[src/rtl/cmc_pkg.sv]
package cmc_pkg;

    typedef enum logic [1:0] {
        SEL_ZERO = 2'd0,
        SEL_HOLD = 2'd1,
        SEL_INC  = 2'd2
    } next_sel_e;

    // Default code: G = [I | ones], H = [ones | I]; both GG^T and HH^T are identity.
    localparam int DEF_K = 8;
    localparam int DEF_N = 16;

    localparam logic [DEF_K*DEF_N-1:0] DEF_G = {
        16'hFF80, 16'hFF40, 16'hFF20, 16'hFF10,
        16'hFF08, 16'hFF04, 16'hFF02, 16'hFF01
    };

    localparam logic [DEF_K*DEF_N-1:0] DEF_H = {
        16'h80FF, 16'h40FF, 16'h20FF, 16'h10FF,
        16'h08FF, 16'h04FF, 16'h02FF, 16'h01FF
    };

    // J = G^T (GG^T)^-1 = G^T for the defaults; row m is the x-contribution of z bit m.
    localparam logic [DEF_N*DEF_K-1:0] DEF_J = {
        8'hFF, 8'hFF, 8'hFF, 8'hFF, 8'hFF, 8'hFF, 8'hFF, 8'hFF,
        8'h80, 8'h40, 8'h20, 8'h10, 8'h08, 8'h04, 8'h02, 8'h01
    };

    // K = H^T (HH^T)^-1 = H^T for the defaults; used by the checker only.
    localparam logic [DEF_N*DEF_K-1:0] DEF_K_MAT = {
        8'h80, 8'h40, 8'h20, 8'h10, 8'h08, 8'h04, 8'h02, 8'h01,
        8'hFF, 8'hFF, 8'hFF, 8'hFF, 8'hFF, 8'hFF, 8'hFF, 8'hFF
    };

endpackage

[src/rtl/cmc_gf2_vecmat.sv]
module cmc_gf2_vecmat #(
    parameter int IN_W  = 8,
    parameter int OUT_W = 16,
    parameter logic [IN_W*OUT_W-1:0] MAT = '0
) (
    input  logic [IN_W-1:0]  vec_i,
    output logic [OUT_W-1:0] prod_o
);

    logic [OUT_W-1:0] acc [IN_W+1];

    assign acc[0] = '0;

    for (genvar r = 0; r < IN_W; r++) begin : g_row
        assign acc[r+1] = acc[r] ^ (vec_i[r] ? MAT[r*OUT_W +: OUT_W] : {OUT_W{1'b0}});
    end

    assign prod_o = acc[IN_W];

endmodule

[src/rtl/cmc_encoder.sv]
module cmc_encoder #(
    parameter int K_W = 8,
    parameter int N_W = 16,
    parameter logic [K_W*N_W-1:0]       G_MAT = '0,
    parameter logic [(N_W-K_W)*N_W-1:0] H_MAT = '0
) (
    input  logic [K_W-1:0]     data_i,
    input  logic [N_W-K_W-1:0] mask_i,
    output logic [N_W-1:0]     word_o
);

    localparam int M_W = N_W - K_W;

    logic [N_W-1:0] data_cw;
    logic [N_W-1:0] mask_cw;

    cmc_gf2_vecmat #(.IN_W(K_W), .OUT_W(N_W), .MAT(G_MAT)) u_data_enc (
        .vec_i  (data_i),
        .prod_o (data_cw)
    );

    cmc_gf2_vecmat #(.IN_W(M_W), .OUT_W(N_W), .MAT(H_MAT)) u_mask_enc (
        .vec_i  (mask_i),
        .prod_o (mask_cw)
    );

    assign word_o = data_cw ^ mask_cw;

endmodule

[src/rtl/code_masked_counter.sv]
module code_masked_counter
    import cmc_pkg::*;
#(
    parameter int K_W = DEF_K,
    parameter int N_W = DEF_N,
    parameter logic [K_W*N_W-1:0]       G_MAT = DEF_G,
    parameter logic [(N_W-K_W)*N_W-1:0] H_MAT = DEF_H,
    parameter logic [N_W*K_W-1:0]       J_MAT = DEF_J
) (
    input  logic               clk_i,
    input  logic               rst_i,
    input  logic               cnt_en_i,
    input  logic [N_W-K_W-1:0] rnd_i,
    output logic [K_W-1:0]     count_o,
    output logic [N_W-1:0]     state_o
);

    logic [N_W-1:0] z_q;
    logic [N_W-1:0] z_next;
    logic [K_W-1:0] x_dec;
    logic [K_W-1:0] x_next;
    next_sel_e      sel;

    // Projection z -> x: the only path from stored state to plain count.
    cmc_gf2_vecmat #(.IN_W(N_W), .OUT_W(K_W), .MAT(J_MAT)) u_decode (
        .vec_i  (z_q),
        .prod_o (x_dec)
    );

    always_comb begin
        if (rst_i)         sel = SEL_ZERO;
        else if (cnt_en_i) sel = SEL_INC;
        else               sel = SEL_HOLD;
    end

    always_comb begin
        unique case (sel)
            SEL_ZERO: x_next = '0;
            SEL_HOLD: x_next = x_dec;
            SEL_INC:  x_next = x_dec + K_W'(1);
            default:  x_next = '0;
        endcase
    end

    cmc_encoder #(.K_W(K_W), .N_W(N_W), .G_MAT(G_MAT), .H_MAT(H_MAT)) u_encode (
        .data_i (x_next),
        .mask_i (rnd_i),
        .word_o (z_next)
    );

    always_ff @(posedge clk_i) begin
        z_q <= z_next;
    end

    assign count_o = x_dec;
    assign state_o = z_q;

endmodule

[config.mk]
export PLATFORM = sky130hd
export DESIGN_NAME = code_masked_counter
export DESIGN_NICKNAME = d
export VERILOG_FILES = /design/src/rtl/cmc_pkg.sv /design/src/rtl/cmc_gf2_vecmat.sv /design/src/rtl/cmc_encoder.sv /design/src/rtl/code_masked_counter.sv
export SDC_FILE = /design/constraint.sdc
export NUM_CORES = 1
export LEC_CHECK = 0
export BUFFER_PORTS_ARGS = -buffer_cell sky130_fd_sc_hd__clkbuf_2
export CAP_MARGIN = 5
export CORE_ASPECT_RATIO = 0.7
export CORE_MARGIN = 2
export CORE_UTILIZATION = 35
export CTS_CLUSTER_DIAMETER = 120
export DETAILED_ROUTE_END_ITERATION = 12
export GPL_TIMING_DRIVEN = 0
export PLACE_DENSITY_LB_ADDON = 0.12
export SYNTH_ARGS = -nofsm -noshare
export SYNTH_HDL_FRONTEND = slang
export SYNTH_SLANG_ARGS = --single-unit
export TNS_END_PERCENT = 50
[constraint.sdc]
create_clock -name clk_i -period 3.87 [get_ports clk_i]
set_clock_uncertainty 0.15 [all_clocks]
set_input_delay 0 -clock clk_i [delete_from_list [all_inputs] [get_ports clk_i]]
set_output_delay 0 -clock clk_i [all_outputs]
set_load 0.02 [all_outputs]
# --- Word-level counts from Yosys, hierarchy flattened ---
# Index checks and enable logic that the tools add are counted.
classes:
  bitwise: 30
  eq_ne: 2
  add_sub_neg: 1
  mux: 35
op_table:
  columns: ["cell", "count"]
  rows:
  - ["2-to-1 mux 16 bit", 9]
  - ["XOR 16 bit", 9]
  - ["XOR 8 bit", 15]
  - ["2-to-1 mux 8 bit", 9]
  - ["case mux 8 bit (2 select lines)", 1]
  - ["XOR 16 x 10 -> 16 bit", 1]
  - ["XOR 16 x 11 -> 16 bit", 1]
  - ["XOR 16 x 12 -> 16 bit", 1]
  - ["XOR 16 x 13 -> 16 bit", 1]
  - ["XOR 16 x 14 -> 16 bit", 1]
  - ["XOR 16 x 15 -> 16 bit", 1]
  - ["2-to-1 mux 15 bit", 1]
  - ["2-to-1 mux 14 bit", 1]
  - ["2-to-1 mux 13 bit", 1]
  - ["2-to-1 mux 12 bit", 1]
  - ["2-to-1 mux 11 bit", 1]
  - ["2-to-1 mux 10 bit", 1]
  - ["2-to-1 mux 9 bit", 1]
  - ["adder 8 x 1 -> 8 bit (second input constant)", 1]
  - ["2-to-1 mux 7 bit", 1]
  - ["2-to-1 mux 2 bit", 3]
  - ["2-to-1 mux 6 bit", 1]
  - ["2-to-1 mux 5 bit", 1]
  - ["2-to-1 mux 4 bit", 1]
  - ["4 further kinds", 4]
totals:
  wordCells: 69
  output_inout_bits: 24
  inputBits: 11
  register_bits: 16

# --- Depth between registers and ports, before layout ---
# Gate-level depths: netlist of run 1.
depth:
  ltp_word: 27
  depth_mapped: 14

# --- Cells and area by module ---
# From an unflattened synthesis of run 1, not the netlist that was laid out.
hier_totals:
  cells_unflattened: 119
  hier_area_um2: 1243.7
by_module_without_submodules:
  columns: ["mod", "seq_area_each_um2", "n_inst", "cells_per_inst", "area_each_um2"]
  rows:
  - ["code_masked_counter", 320.3, 1, 45, 505.5]
  - ["cmc_gf2_vecmat (u_encode.u_data_enc ...)", 0.0, 2, 22, 173.9]
  - ["cmc_gf2_vecmat (u_decode)", 0.0, 1, 14, 250.2]
  - ["cmc_encoder", 0.0, 1, 16, 140.1]

# --- Worst setup path before layout of run 1 ---
# OpenSTA, ideal clock, no wires.
synth_timing:
  path_kind: "register to register"
  from: "register z_q[15] (netlist: state_o[15])"
  to: "register z_q[10] (netlist: state_o[10])"
  required_ns: 3.648
  stages_incl_launch_ff: 15
  synth_period_minus_slack_ns: 3.877
  path_buffers: 1
  arrival_ns: 3.655
  slack_ns: -0.007
  cell_sequence: "dfxtp_1 > xnor2_1 > xnor2_1 > xnor2_1 > clkbuf_4 > xnor2_1 > ha_1 > nand2_1 > xnor2_1 > xnor2_1 > xnor2_1 > xnor2_1 > xnor3_2 > nor2_8 > xor2_1"
synth_between:
  elab_chain_len: 13
  word_cells_on_any_way: 20
  cone_classes: "add/sub (1); mux (10); bitwise (9)"
synth_lines:
  columns: ["item", "line", "rtl"]
  rows:
  - ["from (decl)", "code_masked_counter.sv:18", "logic [N_W-1:0] z_q;"]
  - ["from (signal assigned)", "code_masked_counter.sv:52", "z_q <= z_next;"]
  - ["2-to-1 mux 8 bit *", "cmc_gf2_vecmat.sv:15", "assign acc[r+1] = acc[r] ^ (vec_i[r] ? MAT[r*OUT_W +: OUT_W] : {OUT_W{1'b0}});"]
  - ["XOR 8 bit *", "cmc_gf2_vecmat.sv:15", null]
  - ["via count_o[0]", "code_masked_counter.sv:14", "output logic [K_W-1:0] count_o,"]
  - ["adder 8 x 1 -> 8 bit", "code_masked_counter.sv:40", "SEL_INC: x_next = x_dec + K_W'(1);"]
  - ["case mux 8 bit (2 select lines) *", "code_masked_counter.sv:37", "unique case (sel)"]
  - ["2-to-1 mux 16 bit", "cmc_gf2_vecmat.sv:15", null]
  - ["XOR 16 bit (6 in series)", "cmc_gf2_vecmat.sv:15", null]
  - ["XOR 16 bit *", "cmc_gf2_vecmat.sv:15", null]
  - ["XOR 16 bit *", "cmc_encoder.sv:27", "assign word_o = data_cw ^ mask_cw;"]
  - ["via u_encode.word_o[10]", "cmc_encoder.sv:9", "output logic [N_W-1:0] word_o"]
# The timed path passes the listed nets; every way through them passes the cells marked *.

# --- Final worst setup path of run 1 ---
layout_timing:
  from: "register z_q[13] (netlist: state_o[13])"
  to: "register z_q[9] (netlist: state_o[9])"
layout_between:
  elab_chain_len: 15
  word_cells_on_any_way: 22
  cone_classes: "add/sub (1); mux (10); bitwise (11)"
layout_lines:
  columns: ["item", "line"]
  rows:
  - ["2-to-1 mux 8 bit *", "cmc_gf2_vecmat.sv:15"]
  - ["XOR 8 bit * (3 in series)", "cmc_gf2_vecmat.sv:15"]
  - ["adder 8 x 1 -> 8 bit", "code_masked_counter.sv:40"]
  - ["case mux 8 bit (2 select lines) *", "code_masked_counter.sv:37"]
  - ["2-to-1 mux 16 bit", "cmc_gf2_vecmat.sv:15"]
  - ["XOR 16 bit (6 in series)", "cmc_gf2_vecmat.sv:15"]
  - ["XOR 16 bit *", "cmc_gf2_vecmat.sv:15"]
  - ["XOR 16 bit *", "cmc_encoder.sv:27"]
  - ["via u_encode.word_o[9]", "cmc_encoder.sv:9"]
# Marked as above.

==> results_dict.tcl, run 1 <==
set metrics [dict create \
    drt-vias-per-instance 4.606 \
    dieWidth_um 72.62 \
    timing.critical_path.from_type "flop" \
    min-delay-start "rst_i" \
    crit_arrival_ps 3570 \
    clock_tree.buffer_depth 2 \
    tritoncts_clock_tree "yes" \
    drc 0 \
    synth_largest_area_cell "sky130_fd_sc_hd__xnor2_1" \
    finish.net_count 179 \
    tightest_slew_ps 1103 \
    initial_core_util_pct 36.65 \
    end_kind "flop" \
    critical_path.max_fanout 10 \
    timing.critical_path.required_ps 3890 \
    rsz0062_at_grt "no" \
    place.port_buffers 32 \
    clkSlewWorstSetupHoldPaths_ps 60 \
    synth-seq-cells 16 \
    dominant_synthesized_flop_cell "sky130_fd_sc_hd__dfxtp_1" \
    die_y_um 52.04 \
    floorplan.die_area_um2 3779 \
    critical_path.reg2reg.startpoint "state_o[13]$_DFF_P_" \
    drv_slew 0 \
    drt.antenna.violating_nets 0 \
    synth.distinct_cells 31 \
    cp_num_buf_inv 1 \
    cts_htree_levels 1 \
    hold-path-cell-count 3 \
    worst_r2r_endpoint "state_o[9]$_DFF_P_" \
    timing.hold.worst_endpoint "state_o[5]$_DFF_P_" \
    cts_sinks 16 \
    setup_viol 0 \
    timing.setup.critical_path_class "flop to flop" \
    insertion_delay_ps 250 \
    edff_count_synth 0 \
    synth-async-reset-ratio_pct 0 \
    cts-buffers-inserted 3 \
    core.rowCount 17 \
    average_cell_area_after_synthesis_um2 9.456 \
    synth.top_cells.by_area "sky130_fd_sc_hd__xnor2_1 32%, sky130_fd_sc_hd__dfxtp_1 28%, sky130_fd_sc_hd__xor2_1 8.4%, sky130_fd_sc_hd__nor2_1 3.9%, sky130_fd_sc_hd__mux2i_1 2.6%" \
    period_needed_ps 3548 \
    synth.net_count 134 \
    largest_reg_flops 16 \
    ioPinCount 35 \
    synth.most_common_cell "sky130_fd_sc_hd__xnor2_1" \
    core_region_area_um2 3148 \
    num_vias 935 \
    final_routed_wirelength_across_all_metal_layers_um 2515 \
    fmax_mhz 281.8 \
    cpMaxStageDelayCell "sky130_fd_sc_hd__xnor3_2" \
    grt.overflow.total 0 \
    cts.repair_timing.setup_buffer_count 0 \
    firstDrtPassIters 4 \
    clock-root-buffer "sky130_fd_sc_hd__clkbuf_8" \
    min-delay-path-class "input port to flop" \
    reg2reg_slack_ps 320 \
    drt_first_iter_violations 35 \
    relative_slew_slack_pct 25.93 \
    grt_pass1_wl_um 4064 \
    global_route.usage.total_pct 14.56 \
    final_min_period_over_clock_period_pct 91.68 \
    place.gp.congestion 0.8292 \
    antenna_found_initial 0 \
    grt_pass1_vias 861 \
    syn_inst 122 \
    final_layout_size_suffix_gt1_share_pct 30.91 \
    synthesis.area_um2 1154 \
    wl_per_cell_um 12.39 \
    worst_path_largest_cell_delay_ps 490 \
    report.final.hold_viol_count 0 \
    yosys_warnings 0 \
    synth.top_cell.area_share_pct 31.89 \
    run_status "finished clean" \
    antenna_cells 0 \
    setup_total_negative_slack_ps 0 \
    r2r_cells 14 \
    synthesis_to_layout_area_growth_pct 32.32 \
    place.detailed.hpwl_um 1868 \
    crit_chain "xnor2_1 > xnor2_2 > xnor2_2 > buf_6 > xnor2_2 > ha_2 > nand2_1 > xnor2_2 > xnor2_1 > xnor2_1 > xnor2_1 > xnor3_2 > nor2_8 > xor2_1" \
    critical-path-top-delay-family "XOR/XNOR gates" \
    maxCapViolations 0 \
    largest_net_degree_at_the_start_of_global_routing 11 \
    seq_area_frac_synth_pct 27.77 \
    ys_top_cells_by_count "42 x sky130_fd_sc_hd__xnor2_1, 16 x sky130_fd_sc_hd__dfxtp_1, 12 x sky130_fd_sc_hd__nor2_1, 11 x sky130_fd_sc_hd__xor2_1" \
]
placed cells by master, fill, tap and decap left out, types with 2 or more instances in the layout:
| cell type | count |
|---|---|
| sky130_fd_sc_hd__xnor2_1 | 37 |
| sky130_fd_sc_hd__clkbuf_2 | 32 |
| sky130_fd_sc_hd__dfxtp_1 | 16 |
| sky130_fd_sc_hd__nor2_1 | 12 |
| sky130_fd_sc_hd__xor2_1 | 11 |
| sky130_fd_sc_hd__dlygate4sd3_1 | 8 |
| sky130_fd_sc_hd__xnor2_2 | 6 |
| sky130_fd_sc_hd__clkbuf_1 | 4 |
| sky130_fd_sc_hd__nand2_1 | 4 |
| sky130_fd_sc_hd__nand3_1 | 4 |
| sky130_fd_sc_hd__mux2i_1 | 3 |
| sky130_fd_sc_hd__o21ai_0 | 3 |
| sky130_fd_sc_hd__clkbuf_8 | 3 |
| sky130_fd_sc_hd__a21oi_1 | 2 |
cells by family (layout without fill, tap and decap cells):
logic type               after synthesis  after routing  synth area share (%)
AO/OA/AOI/OAI                          8              8                 4.230
buffers and inverters                  8             51                 3.362
adder cells (fa/ha/maj)                1              1                 1.084
multiplexers                           4              4                 3.796
flip-flops                            16             16                 27.77
XOR/XNOR                              57             57                 47.07
AND/OR/NAND/NOR                       28             28                 12.69
worst max path at each step:
stage / endpoint / start / cells after the start
6_report: state_o[9]$_DFF_P_ / state_o[13]$_DFF_P_ / 14
5_1_grt: state_o[9]$_DFF_P_ / state_o[13]$_DFF_P_ / 14
4_1_cts: state_o[10]$_DFF_P_ / state_o[11]$_DFF_P_ / 14
3_5_place_dp: state_o[10]$_DFF_P_ / state_o[11]$_DFF_P_ / 14
3_3_place_gp: state_o[10]$_DFF_P_ / state_o[15]$_DFF_P_ / 14
2_1_floorplan: state_o[10]$_DFF_P_ / state_o[15]$_DFF_P_ / 14
what timing repair did:
item / in CTS / in global routing
gates resized for setup: 0 / 7
hold buffers: 8 / 0
endpoints found under the hold margin: 8 / 0
endpoints found under the setup margin: 0 / 8
cell type report:
cell class                 count  area, um2
fill                         321       1622
multi-input combinational     98      834.6
sequential                    16      320.3
timing repair buffer          40      240.2
tap                           38      47.55
clock buffer                   3      41.29
buffer                         7      38.79
inverter                       1      3.754
layer usage:
metal	track usage (%)	part of all wire [%]	routed length, um	up-vias
li1	-	-	-	475
met1	19.67	48	1214	432
met2	22.42	46	1162	24
met3	4.651	4.4	110	4
met4	3.704	1.1	27	0
met5	0	0	0	-
stage by stage:
stage                     util, %  instances  cell area, um2  hold WS (ps)  setup slack [ps]
after floorplan                 -        122            1161        -53.34             207.2
final                       48.49        203            1526         53.41             321.8
after CTS                   47.34        203            1490         57.72             53.39
after global routing        48.49        203            1526         69.55             15.04
after detailed placement    43.48        192            1369         74.49             86.39
after global placement      43.48        192            1369         69.35             146.3
worst reg2reg max path, cell delays in order, from the launching register on:
cell and delay [ps]:
sky130_fd_sc_hd__dfxtp_1 320, sky130_fd_sc_hd__xnor2_1 260, sky130_fd_sc_hd__xnor2_2 160, sky130_fd_sc_hd__xnor2_2 260, sky130_fd_sc_hd__buf_6 210, sky130_fd_sc_hd__xnor2_2 160
sky130_fd_sc_hd__ha_2 270, sky130_fd_sc_hd__nand2_1 120, sky130_fd_sc_hd__xnor2_2 170, sky130_fd_sc_hd__xnor2_1 210, sky130_fd_sc_hd__xnor2_1 160, sky130_fd_sc_hd__xnor2_1 140
sky130_fd_sc_hd__xnor3_2 490, sky130_fd_sc_hd__nor2_8 200, sky130_fd_sc_hd__xor2_1 190
Power of run 1 is not shown: default switching activity piles up to over one toggle a cycle in this logic, so the estimate is an artifact.
==> run 2: changes to the inputs <==
Settings changed: ABC_AREA set to 1.
==> run 2 against run 1 <==
Effect of this change:
- count of clock-buffer cells in the layout is 1 higher
- cell count grew 94%
- setup slack better by 460 ps
- non-clock buffer count is 4 lower
- first-iteration DRC count increased to 2.6 times the previous value
- maximum frequency rose by 15%
- sequential cell count unchanged
- wire length grew 71%
- worst hold slack gained 25 ps
- via count rose by 92%
- register-to-register slack better by 460 ps
- core utilization fell by 4.7 points
==> results_dict.tcl, run 2 <==
set metrics [dict create \
    run_status "finished clean" \
    worst_path_largest_cell_delay_ps 330 \
    insertion_delay_ps 250 \
    dominant_synthesized_flop_cell "sky130_fd_sc_hd__dfxtp_1" \
    post-route-cell-area_um2 2071 \
    num_vias 1793 \
    fmax_mhz 324.0 \
    core.rowCount 21 \
    firstDrtPassIters 4 \
    relative_slew_slack_pct 51.65 \
    core_region_area_um2 4730 \
    final_layout_size_suffix_gt1_share_pct 24.93 \
    largest_reg_flops 16 \
    finish.net_count 350 \
    final_min_period_over_clock_period_pct 79.74 \
    drc 0 \
    tritoncts_clock_tree "yes" \
    tightest_slew_ps 722.9 \
    maxCapViolations 0 \
    setup_total_negative_slack_ps 0 \
    cts_hold_buffers 8 \
    wl_per_cell_um 10.91 \
    cts-buffers-inserted 3 \
    clock_tree.buffer_depth 2 \
    placement.cell_area_um2 1936 \
    average_cell_area_after_synthesis_um2 5.822 \
    min-delay-path-class "input port to flop" \
    drt.antenna.violating_nets 0 \
    place.detailed.hpwl_um 3502 \
    timing.critical_path.mode_cell "sky130_fd_sc_hd__nand2_1" \
    cts.repair_timing.setup_buffer_count 0 \
    grt.overflow.total 0 \
    setup_viol 0 \
    rsz0062_at_grt "no" \
    cts_sinks 16 \
    period_needed_ps 3086 \
    synth_largest_area_cell "sky130_fd_sc_hd__nand2_1" \
    synth.most_common_cell "sky130_fd_sc_hd__nand2_1" \
    largest_net_degree_at_the_start_of_global_routing 10 \
    initial_core_util_pct 35.82 \
    drt_first_iter_violations 92 \
    post-route-util_pct 43.78 \
    critical_path.max_fanout 9 \
    synthesis_to_layout_area_growth_pct 22.23 \
    cp_num_buf_inv 4 \
    antenna_cells 0 \
    timing.critical_path.required_ps 3850 \
    synth.top_cells.by_area "sky130_fd_sc_hd__nand2_1 27%, sky130_fd_sc_hd__dfxtp_1 19%, sky130_fd_sc_hd__nand3_1 9.5%, sky130_fd_sc_hd__nand2_2 7.0%, sky130_fd_sc_hd__inv_1 6.9%" \
    layout.cells.most_common "sky130_fd_sc_hd__nand2_1" \
    grt_pass1_vias 1584 \
    crit_arrival_ps 3070 \
    cts.repair.resized 0 \
    yosys_warnings 0 \
    critical-path-top-delay-family "simple AND/OR/NAND/NOR gates" \
    report.final.hold_viol_count 0 \
    synth.top_cell.area_share_pct 27.25 \
    clkSlewWorstSetupHoldPaths_ps 70 \
    floorplan.die_area_um2 5422 \
    global_route.usage.total_pct 16.68 \
    drv_slew 0 \
    filler_cell_count 527 \
    end_kind "flop" \
    cpMaxStageDelayCell "sky130_fd_sc_hd__dfxtp_1" \
    grt_pass1_wl_um 7169 \
    drt-vias-per-instance 4.551 \
    place.port_buffers 34 \
    cts_htree_levels 1 \
    synth.distinct_cells 20 \
    syn_inst 291 \
    layout_common_cells "123 x sky130_fd_sc_hd__nand2_1, 34 x sky130_fd_sc_hd__clkbuf_2, 32 x sky130_fd_sc_hd__nand3_1" \
    place.gp.congestion 0.8003 \
    synthesis.area_um2 1694 \
    synth.net_count 303 \
    timing.setup.critical_path_class "flop to flop" \
    antenna_found_initial 0 \
    die_y_um 62.21 \
    seq_area_frac_synth_pct 18.91 \
    finalHoldWorstSlack_ps 78.89 \
    edff_count_synth 0 \
    timing.critical_path.from_type "flop" \
    dieWidth_um 87.16 \
    final_routed_wirelength_across_all_metal_layers_um 4299 \
    synth-async-reset-ratio_pct 0 \
    synth-seq-cells 16 \
    ioPinCount 35 \
    clock-root-buffer "sky130_fd_sc_hd__clkbuf_8" \
    ys_top_cells_by_count "123 x sky130_fd_sc_hd__nand2_1, 32 x sky130_fd_sc_hd__nand3_1, 31 x sky130_fd_sc_hd__inv_1, 19 x sky130_fd_sc_hd__nand2_2, 16 x sky130_fd_sc_hd__dfxtp_1" \
]
-- run 2: cell types whose count changed in the layout (fill, tap and decap cells not counted), sizes merged, moves of 2 or more --
| cell | change |
|---|---|
| o21ai | -2 |
| nand3 | +36 |
| buf | -2 |
| nand4 | +2 |
| inv | +42 |
| nand3b | +6 |
| xnor3 | -2 |
| nand2 | +141 |
| xnor2 | -34 |
| mux2i | -4 |
| nor2 | -3 |
-- run 2: path summary, 6_finish.rpt --
check	startpoint	endpoint	slack, ps	cells after the start
max	state_o[14]$_DFF_P_	state_o[8]$_DFF_P_	780	25
min	rst_i	state_o[4]$_DFF_P_	80	4
max reg2reg	state_o[14]$_DFF_P_	state_o[8]$_DFF_P_	780	25
min reg2reg	state_o[15]$_DFF_P_	state_o[7]$_DFF_P_	800	5
-- run 2: cells by family (layout without fill, tap and decap cells) --
family	Yosys count	count (layout)	share of synthesized area, %
compound gates	3	3	0.8860
buf+inv	44	90	9.970
flops	16	16	18.91
simple gates	205	205	58.12
xor+xnor	22	22	11.37
fa+ha+maj	1	1	0.7384
-- run 2: layout make-up --
class / instances / area (um2) / share of cell area, %
timing repair buffer: 42 / 250.2 / 12.08
clock buffer: 4 / 55.05 / 2.659
multi-input combinational: 231 / 1205 / 58.19
tap: 57 / 71.32 / 3.444
inverter: 43 / 161.4 / 7.795
sequential: 16 / 320.3 / 15.47
buffer: 1 / 7.507 / 0.3625
-- run 2: stage by stage --
step	setup slack, ps	cells
after detailed placement	813.3	382
after floorplan	1000	291
after global routing	457.1	394
final	783.9	394
after CTS	782.6	394
after global placement	829.4	382
-- run 2: worst reg2reg max path, cell delays in order (launching register included) --
cell                      delay (ps)
sky130_fd_sc_hd__dfxtp_1         330
sky130_fd_sc_hd__buf_4           180
sky130_fd_sc_hd__nor2_1           80
sky130_fd_sc_hd__nor2_2          170
sky130_fd_sc_hd__nand2_2          80
sky130_fd_sc_hd__nand2_1          80
sky130_fd_sc_hd__nand2_1          90
sky130_fd_sc_hd__nand3_1         100
sky130_fd_sc_hd__nand2_2         100
sky130_fd_sc_hd__ha_1            220
sky130_fd_sc_hd__nand2_1          90
sky130_fd_sc_hd__inv_1            50
sky130_fd_sc_hd__nand3_2         100
sky130_fd_sc_hd__nand3_1         170
sky130_fd_sc_hd__inv_2            80
sky130_fd_sc_hd__nand3_1          90
sky130_fd_sc_hd__nand2_1          70
sky130_fd_sc_hd__nand2_1          60
sky130_fd_sc_hd__nand2_2         100
sky130_fd_sc_hd__inv_2            40
sky130_fd_sc_hd__nand2_2          90
sky130_fd_sc_hd__nand2_2          70
sky130_fd_sc_hd__nand2_4         120
sky130_fd_sc_hd__nand2_4         100
sky130_fd_sc_hd__nand2_1          70
sky130_fd_sc_hd__nand2_1          80
-- run 2: metal layers --
metal  GRT usage [%]  vias up  wire [um]
met4           2.885        0         21
li1                -      985          -
met3           3.590        2        146
met2           24.90       26       1776
met1           24.78      780       2354
met5               0        -          0
Power of run 2 is left out for the same reason.
==> run 3: changes to the inputs <==
Clock period 3.87 ns to 2.8 ns, I/O delays scaled along.
==> run 3 against run 2 <==
Effect of this change:
- sequential share of layout area fell by 2.5 points
- critical endpoint is now state_o[14]$_DFF_P_
- first-iteration DRC count fell by 39%
- global-route usage grew 0.25 points
- sequential cell count stayed put
==> results_dict.tcl, run 3 (synthesis gave the netlist of run 2 again) <==
set metrics [dict create \
    place.detailed.hpwl_um 3413 \
    final-seq-area_um2 350.3 \
    maxCapViolations 0 \
    clock_tree.buffer_depth 2 \
    cts_htree_levels 1 \
    cts-buffers-inserted 3 \
    core.rowCount 21 \
    relative_slew_slack_pct 50.23 \
    critical_path.max_fanout 6 \
    clock-root-buffer "sky130_fd_sc_hd__clkbuf_8" \
    insertion_delay_ps 270 \
    core_region_area_um2 4730 \
    initial_core_util_pct 35.82 \
    tritoncts_clock_tree "yes" \
    min-delay-path-class "input port to flop" \
    drv_slew 0 \
    end_kind "flop" \
    largest_reg_flops 16 \
    antenna_cells 0 \
    largest_net_degree_at_the_start_of_global_routing 10 \
    place.port_buffers 34 \
    place_worst_setup_slack_ps -227.4 \
    final_min_period_over_clock_period_pct 97.37 \
    rsz0062_at_grt "yes" \
    reg2reg_slack_ps 70 \
    drt_first_iter_violations 56 \
    timing.critical_path.required_ps 2810 \
    crit_arrival_ps 2730 \
    antenna_found_initial 0 \
    area_taken_by_multi_input_logic_gates_um2 1618 \
    fmax_mhz 366.8 \
    place.gp.congestion 0.7922 \
    drc 0 \
    layout_common_cells "84 x sky130_fd_sc_hd__nand2_1, 35 x sky130_fd_sc_hd__nand2_2, 34 x sky130_fd_sc_hd__clkbuf_2" \
    ioPinCount 35 \
    setup_viol 0 \
    num_vias 1937 \
    setup_slack_ps 73.63 \
    grt_pass1_vias 1634 \
    clkSlewWorstSetupHoldPaths_ps 80 \
    post_layout_nonfiller_instances 416 \
    report.final.hold_viol_count 0 \
    cts_sinks 16 \
    tightest_slew_ps 744.1 \
    filler_cell_count 472 \
    drt.antenna.violating_nets 0 \
    run_status "finished clean" \
    placed_cells 382 \
    layout.cells.most_common "sky130_fd_sc_hd__nand2_1" \
    dieWidth_um 87.16 \
    grt.overflow.total 0 \
    final_routed_wirelength_across_all_metal_layers_um 4978 \
    period_needed_ps 2726 \
    synthesis_to_layout_area_growth_pct 59.45 \
    global_route.usage.total_pct 16.93 \
    wl_per_cell_um 11.97 \
    final_layout_size_suffix_gt1_share_pct 49.86 \
    floorplan.die_area_um2 5422 \
    timing.critical_path.from_type "flop" \
    timing.setup.critical_path_class "flop to flop" \
    drt-vias-per-instance 4.656 \
    grt_pass1_wl_um 7431 \
    die_y_um 62.21 \
    firstDrtPassIters 4 \
    finish.net_count 372 \
]
-- run 3: cell types whose count changed in the layout (fill, tap and decap cells not counted), sizes merged --
cell,before,now
buf,1,20
dlygate4sd3,8,9
nand2,145,146
nand3,40,41
-- run 3: worst paths after layout --
path,end,start,depth (start not counted)
setup / recovery,state_o[14]$_DFF_P_,state_o[12]$_DFF_P_,25
hold reg to reg,state_o[5]$_DFF_P_,state_o[5]$_DFF_P_,6
setup reg to reg,state_o[14]$_DFF_P_,state_o[12]$_DFF_P_,25
hold / removal,state_o[3]$_DFF_P_,cnt_en_i,5
-- run 3: critical path: stages (launching register included) --
cell	delay (ps)
sky130_fd_sc_hd__dfxtp_4	410
sky130_fd_sc_hd__inv_6	60
sky130_fd_sc_hd__nand2_4	60
sky130_fd_sc_hd__nand2_4	70
sky130_fd_sc_hd__nand2_4	110
sky130_fd_sc_hd__nand2_4	70
sky130_fd_sc_hd__nand2_4	80
sky130_fd_sc_hd__nand3_2	80
sky130_fd_sc_hd__nand2_2	100
sky130_fd_sc_hd__ha_4	150
sky130_fd_sc_hd__nand2_4	40
sky130_fd_sc_hd__inv_2	60
sky130_fd_sc_hd__nand3_4	90
sky130_fd_sc_hd__nor2_4	130
sky130_fd_sc_hd__nand3_2	80
sky130_fd_sc_hd__nand2_2	80
sky130_fd_sc_hd__inv_2	40
sky130_fd_sc_hd__nor2_2	120
sky130_fd_sc_hd__nand2_2	90
sky130_fd_sc_hd__nand2_2	80
sky130_fd_sc_hd__nand2_4	70
sky130_fd_sc_hd__nand2_4	90
sky130_fd_sc_hd__nand2_8	80
sky130_fd_sc_hd__buf_6	120
sky130_fd_sc_hd__nand3_2	40
sky130_fd_sc_hd__nand2_1	50
-- run 3: what timing repair did --
| item | in CTS | in global routing |
|---|---|---|
| resized for setup | 42 | 87 |
| endpoints found under the setup margin | 8 | 8 |
| hold endpoints to repair | 9 | 0 |
| pin swaps | 26 | 43 |
| hold buffers | 9 | 0 |
| cloned | 1 | 1 |
| buffers inserted | 10 | 10 |
-- run 3: final cells by class --
type | count | share of cell area [%]
multi-input cells | 233 | 59.89
repair buffers | 63 | 15.75
flip-flops and latches | 16 | 12.97
inverters | 43 | 6.716
well taps | 57 | 2.640
clock buffers | 4 | 2.038
-- run 3: stage by stage --
step | cell area [um2] | TNS, ps | util, % | hold WS, ps
floorplan | 1697 | 0 | - | -46.92
global placement | 1938 | -1307 | 40.98 | 89.56
detailed placement | 1938 | -1441 | 40.98 | 92.90
CTS | 2296 | -253.0 | 48.55 | 138.5
global route | 2701 | -864.7 | 57.12 | 198.3
finish | 2701 | 0 | 57.12 | 166.0
-- run 3: layer usage --
metal | track usage (%) | vias to the layer above | share of wire [%]
li1 | - | 1039 | -
met1 | 25.95 | 861 | 48
met2 | 24.43 | 33 | 46
met3 | 3.590 | 4 | 5.2
met4 | 2.885 | 0 | 0.70
met5 | 0 | - | 0
Power of run 3 is left out for the same reason.
